[config.mk]
export PLATFORM = sky130hd
export DESIGN_NAME = cfgi2c_slave_top
export DESIGN_NICKNAME = d
export VERILOG_FILES = /design/src/rtl/cfgi2c_pkg.sv /design/src/rtl/cfgi2c_line_sync.sv /design/src/rtl/cfgi2c_reg_bank.sv /design/src/rtl/cfgi2c_slave_fsm.sv /design/src/rtl/cfgi2c_slave_top.sv
export SDC_FILE = /design/constraint.sdc
export NUM_CORES = 1
export LEC_CHECK = 0
export BUFFER_PORTS_ARGS = -buffer_cell sky130_fd_sc_hd__buf_2
export CORE_MARGIN = 3
export CORE_UTILIZATION = 57
export CTS_BUF_LIST = sky130_fd_sc_hd__clkbuf_8 sky130_fd_sc_hd__clkbuf_16
export DETAILED_ROUTE_END_ITERATION = 8
export PLACE_DENSITY = 0.89
export SYNTH_ARGS = -nofsm -noshare
export SYNTH_HDL_FRONTEND = slang
export SYNTH_SLANG_ARGS = --single-unit
[constraint.sdc]
create_clock -name clk -period 3.2 [get_ports clk]
set_input_delay 0.32 -clock clk [delete_from_list [all_inputs] [get_ports clk]]
set_output_delay 0.32 -clock clk [all_outputs]
set_load 0.03 [all_outputs]
[src/rtl/cfgi2c_pkg.sv]
package cfgi2c_pkg;
   typedef enum logic [2:0] {
      ST_IDLE,
      ST_RX,
      ST_RX_ACK,
      ST_TX,
      ST_TX_ACK,
      ST_TX_NEXT,
      ST_WAIT
   } slv_state_e;

   localparam int unsigned HDR_BYTES = 3;  // address + command + count precede write data
   localparam int unsigned RD_SKIP   = 2;  // address + count precede read data
endpackage

[src/rtl/cfgi2c_line_sync.sv]
module cfgi2c_line_sync #(
   parameter int unsigned SYNC_STAGES = 2
) (
   input  logic clk,
   input  logic rst_n,
   input  logic scl_i,
   input  logic sda_i,
   output logic scl_lvl,
   output logic sda_lvl,
   output logic scl_rise,
   output logic scl_fall,
   output logic start_det,
   output logic stop_det
);
   if (SYNC_STAGES < 2) begin : g_bad_sync
      $error("cfgi2c_line_sync: SYNC_STAGES must be at least 2");
   end

   logic [1:0] raw;
   logic [1:0] lvl;
   logic [1:0] prv;

   assign raw = {sda_i, scl_i};

   for (genvar g = 0; g < 2; g++) begin : g_line
      logic [SYNC_STAGES:0] chain;
      always_ff @(posedge clk or negedge rst_n) begin
         if (!rst_n) chain <= '1;
         else        chain <= {chain[SYNC_STAGES-1:0], raw[g]};
      end
      assign lvl[g] = chain[SYNC_STAGES-1];
      assign prv[g] = chain[SYNC_STAGES];
   end

   assign scl_lvl   = lvl[0];
   assign sda_lvl   = lvl[1];
   assign scl_rise  = lvl[0] & ~prv[0];
   assign scl_fall  = ~lvl[0] & prv[0];
   assign start_det = lvl[0] & prv[0] & prv[1] & ~lvl[1];
   assign stop_det  = lvl[0] & prv[0] & ~prv[1] & lvl[1];
endmodule

[src/rtl/cfgi2c_reg_bank.sv]
module cfgi2c_reg_bank #(
   parameter int unsigned          NUM_REGS = 8,
   parameter int unsigned          WR_LAST  = 6,
   parameter int unsigned          IDX_W    = 3,
   parameter logic [NUM_REGS*8-1:0] DEFAULTS = '0
) (
   input  logic                  clk,
   input  logic                  rst_n,
   input  logic                  wr_en,
   input  logic [IDX_W-1:0]      wr_idx,
   input  logic [7:0]            wr_data,
   input  logic [IDX_W-1:0]      rd_idx,
   output logic [7:0]            rd_data,
   output logic [NUM_REGS*8-1:0] regs_flat
);
   if (WR_LAST >= NUM_REGS) begin : g_bad_last
      $error("cfgi2c_reg_bank: WR_LAST must be below NUM_REGS");
   end

   logic [7:0] regs_a [NUM_REGS];

   for (genvar k = 0; k < NUM_REGS; k++) begin : g_reg
      if (k <= WR_LAST) begin : g_rw
         always_ff @(posedge clk or negedge rst_n) begin
            if (!rst_n)                               regs_a[k] <= DEFAULTS[8*k +: 8];
            else if (wr_en && wr_idx == IDX_W'(k))    regs_a[k] <= wr_data;
         end
      end else begin : g_ro
         assign regs_a[k] = DEFAULTS[8*k +: 8];
      end
      assign regs_flat[8*k +: 8] = regs_a[k];
   end

   always_comb begin
      rd_data = 8'h00;
      for (int i = 0; i < NUM_REGS; i++) begin
         if (rd_idx == IDX_W'(i)) rd_data = regs_a[i];
      end
   end

   // the controller never asks for a store beyond the last writable register
   a_r4_write_in_range: assert property (@(posedge clk) disable iff (!rst_n)
      wr_en |-> (32'(wr_idx) <= WR_LAST));
endmodule

[src/rtl/cfgi2c_slave_fsm.sv]
module cfgi2c_slave_fsm
   import cfgi2c_pkg::*;
#(
   parameter logic [6:0]  ADDR7    = 7'h69,
   parameter int unsigned NUM_REGS = 8,
   parameter int unsigned WR_LAST  = 6,
   parameter int unsigned IDX_W    = 3,
   parameter int unsigned BN_W     = 5
) (
   input  logic             clk,
   input  logic             rst_n,
   input  logic             scl_lvl,
   input  logic             sda_lvl,
   input  logic             scl_rise,
   input  logic             scl_fall,
   input  logic             start_det,
   input  logic             stop_det,
   input  logic [7:0]       rd_data,
   output logic             wr_en,
   output logic [IDX_W-1:0] wr_idx,
   output logic [7:0]       wr_data,
   output logic [IDX_W-1:0] rd_idx,
   output logic             sda_pull
);
   localparam logic [7:0]      COUNT_BYTE = 8'(NUM_REGS);
   localparam logic [BN_W-1:0] BN_MAX     = '1;

   if ((2 ** BN_W) <= (NUM_REGS + HDR_BYTES + 1)) begin : g_bad_bn
      $error("cfgi2c_slave_fsm: BN_W too narrow for the register count");
   end

   slv_state_e      state;
   logic [2:0]      bitcnt;
   logic [7:0]      shreg;
   logic [BN_W-1:0] byte_no;
   logic            rw_q;
   logic            ack_on;
   logic            pull_q;

   logic [7:0]      rx_byte;
   logic [BN_W-1:0] bn_inc;
   logic [BN_W-1:0] data_pos;
   logic [BN_W-1:0] read_pos;
   logic            rd_ok;
   logic [7:0]      tx_byte;

   assign rx_byte  = {shreg[6:0], sda_lvl};
   assign bn_inc   = (byte_no == BN_MAX) ? byte_no : byte_no + 1'b1;
   assign data_pos = byte_no - BN_W'(HDR_BYTES);
   assign read_pos = byte_no - BN_W'(RD_SKIP);
   assign rd_ok    = (byte_no >= BN_W'(RD_SKIP)) && (read_pos < BN_W'(NUM_REGS));
   assign rd_idx   = read_pos[IDX_W-1:0];
   assign tx_byte  = (byte_no == BN_W'(1)) ? COUNT_BYTE : (rd_ok ? rd_data : 8'h00);

   assign wr_en   = (state == ST_RX) && scl_rise && (bitcnt == 3'd7) && !rw_q &&
                    !start_det && !stop_det &&
                    (byte_no >= BN_W'(HDR_BYTES)) && (data_pos <= BN_W'(WR_LAST));
   assign wr_idx  = data_pos[IDX_W-1:0];
   assign wr_data = rx_byte;
   assign sda_pull = pull_q;

   always_ff @(posedge clk or negedge rst_n) begin
      if (!rst_n) begin
         state   <= ST_IDLE;
         bitcnt  <= '0;
         shreg   <= '0;
         byte_no <= '0;
         rw_q    <= 1'b0;
         ack_on  <= 1'b0;
         pull_q  <= 1'b0;
      end else if (start_det) begin
         state   <= ST_RX;
         bitcnt  <= '0;
         byte_no <= '0;
         rw_q    <= 1'b0;
         ack_on  <= 1'b0;
         pull_q  <= 1'b0;
      end else if (stop_det) begin
         state   <= ST_IDLE;
         ack_on  <= 1'b0;
         pull_q  <= 1'b0;
      end else begin
         unique case (state)
            ST_RX: begin
               if (scl_rise) begin
                  shreg  <= rx_byte;
                  bitcnt <= bitcnt + 3'd1;
                  if (bitcnt == 3'd7) begin
                     ack_on  <= 1'b0;
                     byte_no <= bn_inc;
                     if (byte_no == '0) begin
                        if (rx_byte[7:1] == ADDR7) begin
                           rw_q  <= rx_byte[0];
                           state <= ST_RX_ACK;
                        end else begin
                           state <= ST_WAIT;
                        end
                     end else begin
                        state <= ST_RX_ACK;
                     end
                  end
               end
            end
            ST_RX_ACK: begin
               if (scl_fall) begin
                  if (!ack_on) begin
                     pull_q <= 1'b1;
                     ack_on <= 1'b1;
                  end else begin
                     ack_on <= 1'b0;
                     bitcnt <= '0;
                     if (rw_q) begin
                        shreg   <= tx_byte;
                        pull_q  <= ~tx_byte[7];
                        byte_no <= bn_inc;
                        state   <= ST_TX;
                     end else begin
                        pull_q <= 1'b0;
                        state  <= ST_RX;
                     end
                  end
               end
            end
            ST_TX: begin
               if (scl_fall) begin
                  if (bitcnt == 3'd7) begin
                     pull_q <= 1'b0;
                     state  <= ST_TX_ACK;
                  end else begin
                     shreg  <= {shreg[6:0], 1'b0};
                     pull_q <= ~shreg[6];
                     bitcnt <= bitcnt + 3'd1;
                  end
               end
            end
            ST_TX_ACK: begin
               if (scl_rise) state <= sda_lvl ? ST_WAIT : ST_TX_NEXT;
            end
            ST_TX_NEXT: begin
               if (scl_fall) begin
                  shreg   <= tx_byte;
                  pull_q  <= ~tx_byte[7];
                  bitcnt  <= '0;
                  byte_no <= bn_inc;
                  state   <= ST_TX;
               end
            end
            default: ;
         endcase
      end
   end

   // a new low drive only ever starts in the low phase of SCL
   a_r10_drive_in_low_phase: assert property (@(posedge clk) disable iff (!rst_n)
      $rose(pull_q) |-> !$past(scl_lvl));

   // a non-matching address leaves the line alone
   a_r1_wait_is_silent: assert property (@(posedge clk) disable iff (!rst_n)
      (state == ST_WAIT) |-> !pull_q);

   // a controller NACK on a read byte releases the line and parks the block
   a_r7_nack_releases: assert property (@(posedge clk) disable iff (!rst_n)
      (state == ST_TX_ACK && scl_rise && sda_lvl && !start_det && !stop_det)
      |=> (state == ST_WAIT && !pull_q));

   // every START rewinds the byte position
   a_r8_start_rewinds: assert property (@(posedge clk) disable iff (!rst_n)
      start_det |=> (byte_no == '0 && state == ST_RX && !pull_q));

   // header bytes never store into the bank
   a_r2_header_not_stored: assert property (@(posedge clk) disable iff (!rst_n)
      (state == ST_RX && byte_no < BN_W'(HDR_BYTES)) |-> !wr_en);
endmodule

[src/rtl/cfgi2c_slave_top.sv]
module cfgi2c_slave_top
   import cfgi2c_pkg::*;
#(
   parameter logic [6:0]            ADDR7       = 7'h69,
   parameter int unsigned           NUM_REGS    = 8,
   parameter int unsigned           WR_LAST     = 6,
   parameter int unsigned           SYNC_STAGES = 2,
   parameter logic [NUM_REGS*8-1:0] DEFAULTS    = 64'h0000_0000_00FF_FF00
) (
   input  logic                  clk,
   input  logic                  rst_n,
   input  logic                  scl_i,
   input  logic                  sda_i,
   output logic                  sda_pull_o,
   output logic [NUM_REGS*8-1:0] regs_o
);
   localparam int unsigned IDX_W = (NUM_REGS > 1) ? $clog2(NUM_REGS) : 1;
   localparam int unsigned BN_W  = $clog2(NUM_REGS + HDR_BYTES) + 1;

   if (NUM_REGS < 2 || NUM_REGS > 255) begin : g_bad_regs
      $error("cfgi2c_slave_top: NUM_REGS must lie in 2..255");
   end

   logic             scl_lvl, sda_lvl, scl_rise, scl_fall, start_det, stop_det;
   logic             wr_en;
   logic [IDX_W-1:0] wr_idx, rd_idx;
   logic [7:0]       wr_data, rd_data;

   cfgi2c_line_sync #(.SYNC_STAGES(SYNC_STAGES)) u_sync (
      .clk       (clk),
      .rst_n     (rst_n),
      .scl_i     (scl_i),
      .sda_i     (sda_i),
      .scl_lvl   (scl_lvl),
      .sda_lvl   (sda_lvl),
      .scl_rise  (scl_rise),
      .scl_fall  (scl_fall),
      .start_det (start_det),
      .stop_det  (stop_det)
   );

   cfgi2c_slave_fsm #(
      .ADDR7    (ADDR7),
      .NUM_REGS (NUM_REGS),
      .WR_LAST  (WR_LAST),
      .IDX_W    (IDX_W),
      .BN_W     (BN_W)
   ) u_fsm (
      .clk       (clk),
      .rst_n     (rst_n),
      .scl_lvl   (scl_lvl),
      .sda_lvl   (sda_lvl),
      .scl_rise  (scl_rise),
      .scl_fall  (scl_fall),
      .start_det (start_det),
      .stop_det  (stop_det),
      .rd_data   (rd_data),
      .wr_en     (wr_en),
      .wr_idx    (wr_idx),
      .wr_data   (wr_data),
      .rd_idx    (rd_idx),
      .sda_pull  (sda_pull_o)
   );

   cfgi2c_reg_bank #(
      .NUM_REGS (NUM_REGS),
      .WR_LAST  (WR_LAST),
      .IDX_W    (IDX_W),
      .DEFAULTS (DEFAULTS)
   ) u_bank (
      .clk       (clk),
      .rst_n     (rst_n),
      .wr_en     (wr_en),
      .wr_idx    (wr_idx),
      .wr_data   (wr_data),
      .rd_idx    (rd_idx),
      .rd_data   (rd_data),
      .regs_flat (regs_o)
   );
endmodule

==> flow_summary.ini, run 1 <==
[global_route]
first_global_vias = 3543
grt_overflow = 0
globalRouteTotalUtil_pct = 26.46
grtUsageMet1_pct = 37.73
met2_usage_pct = 39.99
grt_pass1_wl_um = 18280
use_met3_pct = 4.064
antenna_found_initial = 0
grt_max_degree = 84
grt.busiest_layer = met2

[critical_path]
startpoint = u_fsm.byte_no[1]$_DFFE_PN0P_
crit_fanout = 23
cp.required_ps = 3430
cp_slowest_cell = ha_1
reg2reg_from = u_fsm.byte_no[1]$_DFFE_PN0P_
slowest_delay_ps = 750
crit_chain = inv_1 -> ha_1 -> nand2b_1 -> o211a_1 -> a221oi_1 -> o22ai_1
r2r-end = u_fsm.shreg[3]$_DFFE_PN0P_
crit_type = register to register
crit_arrival_ps = 3040
critPathLaunchType = register
end_kind = register
regToRegSetupSlack_ps = 380
rr_worst_depth = 6

[final_layout]
n_antenna_cell = 0
final_cells = 563
post-route-util_pct = 67.14
area_growth_pct = 11.62
drive_above_1_share_pct = 37.07
nets = 476

[die]
rows = 31
die_width_um = 94.65
core-area_um2 = 7447
ioPinCount = 69
die_h_um = 94.65
fp.dieArea_um2 = 8958
start_util_pct = 60.15

[clock_tree]
cts_max_level = 3
root_buffer = clkbuf_8
cts.path.max_buffers = 2
cts_tree = built
cts_made_buffers = 9
clk_pin_slew_ps = 90
cts.sinks = 83
post_cts_resize_count = 0
postCtsSetupRepairBufs = 0
clk_latency_ps = 360
hold_buffers = 0

[route]
drt_iter0_drc = 392
ant_nets = 0
routedWlPerCell_um = 20.47
first_pass_iters = 6
routed_via_density = 6.551
drc = 0
finalWirelength_um = 11520
route.vias.total = 3688

[sta]
fmax_ghz = 0.3552
final.min_clock_period_ps = 2816
post-route-period-util_pct = 87.99
finalSetupViolCount = 0
finalHoldViolCount = 0
worst_hold_slack_ps = 53.65
drv_slew = 0
worst_pin_slew_ps = 1015
timing.slew.headroom_pct = 32.36
rsz0062_at_grt = false
finalClockSkew_ps = 13.71
final.setup.tns_ps = 0

[power_and_ir_drop]
p_per_area_nw_per_um2 = 702.8
irDropWorstVdd_uv = 402.3
p_leak_nw = 2.447

[synthesis]
ys_ff_latch = 83
synth.top_cells.by_area = dfrtp_1 34%, mux2_2 15%, dfstp_2 13%, ha_1 3.6%, a221oi_1 2.9%
synthCells = 413
synth_top_flop_cell = dfrtp_1
synth.distinct_cells = 62
synth_top_area_share_pct = 34.08
synthesis.area_um2 = 4479
syn_area_per_cell_um2 = 10.85
synth_top_area_cell = dfrtp_1
synth-edff-count = 0
ys_seq_area_share_pct = 46.98
synthArstFlopShare_pct = 100.0
synth_warnings = 0

[placed_design]
dp_hpwl_um = 7682
gp_congestion = 0.9141
portBuffers = 60
dpl.cell_count = 547

[hold_path]
hold_end = u_sync.g_line[0].chain[0]$_DFF_PN1_
min-delay-start = scl_i
hold_depth = 1
hp-class = input pin to register

[job]
maxCapViolations = 0

[run_status]
outcome = completed
==> registers in the layout (all words and copies together), names as in the netlist <==
| register | count |
|---|---|
| u_bank.regs_flat | 56 |
| u_fsm.shreg | 7 |
| u_sync.g_line.chain | 6 |
| u_fsm.byte_no | 5 |
| u_fsm.bitcnt | 3 |
| u_fsm.state | 3 |
| u_fsm.ack_on | 1 |
| u_fsm.rw_q | 1 |
| u_fsm.sda_pull | 1 |
==> Yosys cell counts, types with 4 or more instances <==
cell      number
dfrtp_1       61
mux2_2        58
nand2_1       32
nor2_1        30
dfstp_2       22
clkbuf_1      20
a221oi_1      15
o21ai_0       14
ha_1          13
a21oi_1       11
inv_1         10
nor2b_1       10
a31oi_1        9
buf_4          9
nand2b_1       6
nand4_1        6
o311ai_0       6
nor3_1         5
buf_2          4
nand3_1        4
nand3b_1       4
o22ai_1        4
==> where the power goes <==
part / switching (mW) / total (mW) / internal [mW]
Clock: 0.404 / 0.794 / 0.390
Sequential: 0.256 / 1.41 / 1.16
Combinational: 0.839 / 1.31 / 0.469
Total: 1.50 / 3.51 / 2.01
==> cell families after synthesis <==
group / after synthesis / share of synthesized area, %
buffers and inverters: 46 / 4.721
XOR/XNOR: 1 / 0.1956
AND/OR/NAND/NOR: 120 / 14.72
adder cells (fa/ha/maj): 13 / 3.631
multiplexers: 61 / 15.25
AO/OA/AOI/OAI: 88 / 14.41
other: 1 / 0.08372
flip-flops: 83 / 46.98
==> per-layer routing <==
metal,up-vias,routed length (um)
met5,-,0
met4,0,367
met3,41,1046
met2,221,5441
met1,1827,4668
li1,1599,-
==> area by class of cell <==
type	instances	area (um^2)
sequential	83	2105
inverter	10	37.54
fill	531	2447
tap	99	123.9
timing repair buffer	64	332.8
clock inverter	6	73.82
multi-input combinational	291	2190
clock buffer	10	137.6
==> critical path: cells and delay by family, from the launching register on <==
kind,cells,cell delay [ps]
adders and majority gates,1,750
and+or+nand+nor,1,360
DFF,1,480
buffers and inverters,1,210
AOI/OAI and AO/OA,3,870
==> how the worst max path moves through the flow <==
| stage | end | cells after the start |
|---|---|---|
| after floorplan | u_bank.regs_flat[40]$_DFFE_PN0P_ | 7 |
| after global placement | u_bank.regs_flat[42]$_DFFE_PN0P_ | 6 |
| after detailed placement | u_bank.regs_flat[44]$_DFFE_PN0P_ | 6 |
| after CTS | u_bank.regs_flat[42]$_DFFE_PN0P_ | 6 |
| after global routing | u_fsm.shreg[3]$_DFFE_PN0P_ | 7 |
| final | u_fsm.shreg[3]$_DFFE_PN0P_ | 6 |
==> cells in the final DEF (no fill, tap or decap), types with 5 or more instances in the layout <==
master	count
nand2b_1	6
nor3_1	5
dfstp_2	22
a21oi_1	11
nor2b_1	10
a31oi_1	9
nand2_1	32
nand4_1	6
clkbuf_8	10
nor2_1	30
ha_1	13
inv_1	10
o21ai_0	14
buf_2	59
o311ai_0	6
dfrtp_1	61
a221oi_1	15
mux2_2	58
conb_1	8
buf_4	5
==> stage by stage <==
stage / setup slack [ps] / cell area [um^2] / power [mW]
2_1_floorplan: 889.0 / 4506 / 2.312
3_3_place_gp: 596.7 / 4788 / 2.608
3_5_place_dp: 478.0 / 4788 / 2.670
4_1_cts: 448.1 / 5000 / 3.474
5_1_grt: 286.6 / 5000 / 3.692
6_report: 384.3 / 5000 / 3.514
(Power assumes the default switching activity.)
==> run 2: changes to the inputs <==
Settings changed: ABC_AREA set to 1, CELL_PAD_IN_SITES_DETAIL_PLACEMENT set to 1, CELL_PAD_IN_SITES_GLOBAL_PLACEMENT set to 2, CORE_UTILIZATION 57 to 32, PLACE_DENSITY 0.89 to 0.88.
==> run 2 against run 1 <==
Combinational power rose by 45%. Sequential share of layout area fell by 2.1 points. Cell area rose by 5.3%.
==> flow_summary.ini, run 2 <==
[run_status]
outcome = completed

[critical_path]
end_kind = register
regToRegSetupSlack_ps = 410
crit_arrival_ps = 3040
crit_fanout = 16
cp.required_ps = 3450
rr_worst_depth = 9
slowest_delay_ps = 490
r2r-end = u_bank.regs_flat[50]$_DFFE_PN0P_
cp_slowest_cell = nand3_1
crit_chain = ha_1 -> ha_1 -> inv_1 -> nor2_1 -> nand2_1 -> nand3_1 -> nor3_4 -> nand3_1 -> o21ai_0
crit_type = register to register
reg2reg_from = u_fsm.byte_no[1]$_DFFE_PN0P_
critPathLaunchType = register

[power_and_ir_drop]
p_leak_nw = 2.774
irDropWorstVdd_uv = 319.7
p_per_area_nw_per_um2 = 792.6
power_mw = 4.171

[clock_tree]
cts.sinks = 83
cts_tree = built
cts_made_buffers = 9
clk_pin_slew_ps = 70
post_cts_resize_count = 0
postCtsSetupRepairBufs = 0
cts_max_level = 3
clk_latency_ps = 350
root_buffer = clkbuf_16
cts.path.max_buffers = 2
hold_buffers = 0

[synthesis]
synth_top_flop_cell = dfrtp_1
syn_area_per_cell_um2 = 7.359
ys_ff_latch = 83
synthArstFlopShare_pct = 100.0
synthCells = 617
synth.distinct_cells = 28
netlist_top_cells_count = 201 x nand2_1, 84 x o21ai_0, 70 x nor2_1
synth-edff-count = 0
synthesis.area_um2 = 4541
ys_seq_area_share_pct = 46.35
synth_top_area_cell = dfrtp_1
synth.top_cells.by_area = dfrtp_1 34%, nand2_1 17%, dfstp_2 13%, o21ai_0 9.3%, nor2_1 5.8%
synth_top_area_share_pct = 33.62
synth_most_common_cell = nand2_1
synth_warnings = 0

[global_route]
grt.busiest_layer = met2
met2_usage_pct = 29.39
grt_pass1_wl_um = 23340
use_met3_pct = 3.454
antenna_found_initial = 0
grtUsageMet1_pct = 26.45
globalRouteTotalUtil_pct = 18.65
grt_overflow = 0
first_global_vias = 4294
grt_max_degree = 65

[final_layout]
nets = 696
area_growth_pct = 15.90
drive_above_1_share_pct = 15.50
largest_reg_flops = 56
num-fill-cells = 1729
final_cell_mix = 201 x nand2_1, 84 x o21ai_0, 70 x nor2_1, 63 x inv_1, 61 x dfrtp_1
n_antenna_cell = 0
multiInputGateArea_um2 = 2072
seqCellArea_um2 = 2105
layout_commonest_cell = nand2_1

[route]
route.vias.total = 4241
finalWirelength_um = 14380
ant_nets = 0
drc = 0
first_pass_iters = 5
drt_iter0_drc = 275
routedWlPerCell_um = 16.72
routed_via_density = 4.931

[die]
start_util_pct = 33.49
die_width_um = 125.1
core-area_um2 = 13560
die_h_um = 125.1
ioPinCount = 69
rows = 42
fp.dieArea_um2 = 15660

[hold_path]
hp-class = input pin to async pin

[placed_design]
place_ws_ps = 412.7
gp_congestion = 0.8733
portBuffers = 60
dp_hpwl_um = 10440

[sta]
fmax_ghz = 0.3581
finalClockSkew_ps = 12.47
drv_slew = 0
final.setup.tns_ps = 0
final.min_clock_period_ps = 2792
worst_pin_slew_ps = 843.9
finalSetupViolCount = 0
post-route-period-util_pct = 87.27
worst_slack_ps = 407.5
worst_hold_slack_ps = 68.92
timing.slew.headroom_pct = 43.74
finalHoldViolCount = 0
rsz0062_at_grt = false

[job]
maxCapViolations = 0
[run 2: layout make-up]
class                   instances  area share, %
clock inverters                 6         0.6657
repair buffers                 68          6.895
inverters                      61          4.351
well taps                     176          4.184
clock buffers                  10          4.541
multi-input cells             456          39.37
flip-flops and latches         83          39.99
[run 2: per-stage QoR]
| stage | utilization, % | instance area [um^2] | instances |
|---|---|---|---|
| final | 38.82 | 5263 | 860 |
| after global routing | 38.82 | 5263 | 860 |
| after CTS | 38.82 | 5263 | 860 |
| after detailed placement | 36.79 | 4989 | 844 |
| after global placement | 36.79 | 4989 | 844 |
| after floorplan | - | 4567 | 624 |
[run 2: report_power, final]
group          switching, mW  internal, mW
Sequential             0.115          1.17
Clock                  0.441         0.542
Combinational           1.37         0.533
[run 2: how the worst max path moves through the flow]
stage,from,to,slack [ps],cells after the start
after detailed placement,u_fsm.byte_no[1]$_DFFE_PN0P_,u_bank.regs_flat[50]$_DFFE_PN0P_,410,9
after CTS,u_fsm.byte_no[1]$_DFFE_PN0P_,u_bank.regs_flat[50]$_DFFE_PN0P_,410,9
final,u_fsm.byte_no[1]$_DFFE_PN0P_,u_bank.regs_flat[50]$_DFFE_PN0P_,410,9
after floorplan,u_fsm.byte_no[1]$_DFFE_PN0P_,u_bank.regs_flat[55]$_DFFE_PN0P_,960,11
after global placement,u_fsm.byte_no[1]$_DFFE_PN0P_,u_bank.regs_flat[21]$_DFFE_PN1P_,610,9
after global routing,u_fsm.byte_no[1]$_DFFE_PN0P_,u_bank.regs_flat[55]$_DFFE_PN0P_,160,9
[run 2: per-layer routing]
metal | up-vias | part of all wire [%]
met5 | - | 0
met4 | 0 | 1.1
met3 | 12 | 5.1
met2 | 95 | 46
met1 | 2062 | 48
li1 | 2072 | -
[run 2: worst max-delay path, delay by kind of cell, from the launching register on]
family / cells / cell delay, ps
adder cells (fa/ha/maj): 2 / 650
buffers and inverters: 1 / 150
flip-flops: 1 / 460
AO/OA/AOI/OAI: 1 / 370
AND/OR/NAND/NOR: 5 / 1050
[run 2: cell families (layout without fill, tap and decap cells)]
family / after synthesis / after routing / share of synthesized area [%]
adder cells (fa/ha/maj): 13 / 13 / 3.582
AND/OR/NAND/NOR: 332 / 332 / 29.68
AO/OA/AOI/OAI: 101 / 101 / 11.33
other: 1 / 8 / 0.08259
buffers and inverters: 85 / 145 / 8.597
flip-flops: 83 / 83 / 46.35
XOR/XNOR: 2 / 2 / 0.3859
==> run 3: changes to the inputs <==
Settings changed: BUFFER_PORTS_ARGS -buffer_cell sky130_fd_sc_hd__buf_2 to not set, CORE_UTILIZATION 32 to 36, DONT_BUFFER_PORTS set to 1.
==> run 3 against run 2 <==
Hold slack improved by 290 ps. Sequential share of layout area rose by 2.3 points. Critical path depth fell by 1. Combinational power down 3%. Sequential power hardly changed. Sequential cell count did not move. First-iteration DRC count is 6.2% lower. Critical endpoint is now u_bank.regs_flat[12]$_DFFE_PN1P_. Largest power group unchanged.
==> flow_summary.ini, run 3 (synthesis gave the netlist of run 2 again) <==
[hold_path]
hp-class = register to register
min-delay-start = u_sync.g_line[0].chain[0]$_DFF_PN1_
hold_depth = 0

[die]
die_width_um = 118.3
rows = 40
start_util_pct = 37.34
core-area_um2 = 12160
die_h_um = 118.3
ioPinCount = 69
fp.dieArea_um2 = 14000

[power_and_ir_drop]
p_leak_nw = 2.445
p_per_area_nw_per_um2 = 841.8
irDropWorstVdd_uv = 287.8
power_mw = 4.193

[sta]
timing.slew.headroom_pct = 60.45
drv_slew = 0
finalSetupViolCount = 0
worst_pin_slew_ps = 591.9
post-route-period-util_pct = 88.67
worst_hold_slack_ps = 355.3
fmax_ghz = 0.3524
finalHoldViolCount = 0
final.setup.tns_ps = 0
final.min_clock_period_ps = 2837
rsz0062_at_grt = false
finalClockSkew_ps = 10.49

[global_route]
grt_pass1_wl_um = 22020
grt_overflow = 0
grt_max_degree = 84
globalRouteTotalUtil_pct = 19.79
antenna_found_initial = 0
first_global_vias = 4044

[clock_tree]
cts.path.max_buffers = 2
cts_made_buffers = 9
cts.sinks = 83
post_cts_resize_count = 0
cts_tree = built
root_buffer = clkbuf_16
cts_max_level = 3
clk_pin_slew_ps = 60
clk_latency_ps = 350

[critical_path]
rr_worst_depth = 8
cp.required_ps = 3440
crit_type = register to register
critPathLaunchType = register
crit_fanout = 16
crit_arrival_ps = 3080
reg2reg_from = u_fsm.byte_no[1]$_DFFE_PN0P_
startpoint = u_fsm.byte_no[1]$_DFFE_PN0P_
end_kind = register

[run_status]
outcome = completed

[final_layout]
drive_above_1_share_pct = 6.913
nets = 634
stdcell_area_um2 = 4981
final_cell_mix = 201 x nand2_1, 84 x o21ai_0, 70 x nor2_1, 61 x inv_1, 61 x dfrtp_1
layout_commonest_cell = nand2_1
largest_reg_flops = 56
n_antenna_cell = 0
area_growth_pct = 9.700
num-fill-cells = 1546

[placed_design]
portBuffers = 0
post_dp_cell_area_um2 = 4631
dp_hpwl_um = 9768
gp_congestion = 0.9014

[route]
routedWlPerCell_um = 17.10
drc = 0
finalWirelength_um = 13510
drt_iter0_drc = 258
route.vias.total = 3998
routed_via_density = 5.061
first_pass_iters = 4
ant_nets = 0

[job]
maxCapViolations = 0
## run 3: layout make-up
cell class                      count  area, um^2  area share (%)
Sequential cell                    83        2105           42.25
Multi-Input combinational cell    456        2072           41.60
Inverter                           61       229.0           4.597
Clock buffer                        9       225.2           4.521
Tap cell                          168       210.2           4.220
Timing Repair Buffer                6       72.57           1.457
Clock inverter                      7       67.56           1.356
## run 3: worst paths after layout
path / to / slack (ps)
max: u_bank.regs_flat[12]$_DFFE_PN1P_ / 360
min: u_sync.g_line[0].chain[1]$_DFF_PN1_ / 360
max reg2reg: u_bank.regs_flat[12]$_DFFE_PN1P_ / 360
min reg2reg: u_sync.g_line[0].chain[1]$_DFF_PN1_ / 360
max in group asynchronous: u_sync.g_line[0].chain[1]$_DFF_PN1_ / 2250
min in group asynchronous: u_fsm.byte_no[2]$_DFFE_PN0P_ / 540
## run 3: per-stage QoR
step | std cells | utilization (%) | worst slack, ps
floorplan | 624 | - | 959.0
global route | 790 | 40.96 | 52.68
global placement | 770 | 38.08 | 615.4
detailed placement | 770 | 38.08 | 359.1
finish | 790 | 40.96 | 362.6
CTS | 790 | 40.96 | 328.1
## run 3: power breakdown
group	leakage, nW	internal [mW]	switching [mW]
clock network	0.143	0.602	0.439
registers	1.05	1.17	0.136
logic	1.25	0.517	1.33
## run 3: critical path: stages, from the launching register on
cell and delay, ps:
dfrtp_1 470, ha_1 220, buf_4 210, clkinv_1 310
nand3_1 180, nand3_1 130, nor3_4 330, nand3_1 480
o21ai_0 390
## run 3: routing by layer
metal  routed length [um]  vias to the layer above  part of all wire [%]  GRT usage [%]
met5                    0                        -                     0              0
met4                  205                        0                   1.5          6.227
met3                  742                       18                   5.5          5.311
met2                 6329                       84                    47          31.40
met1                 6228                     1947                    46          26.35
li1                     -                     1949                     -              -
## run 3: timing repair
item	4_1_cts	5_1_grt
endpoints found under the hold margin	85	0
setup buffers	0	0
hold buffers	4	0
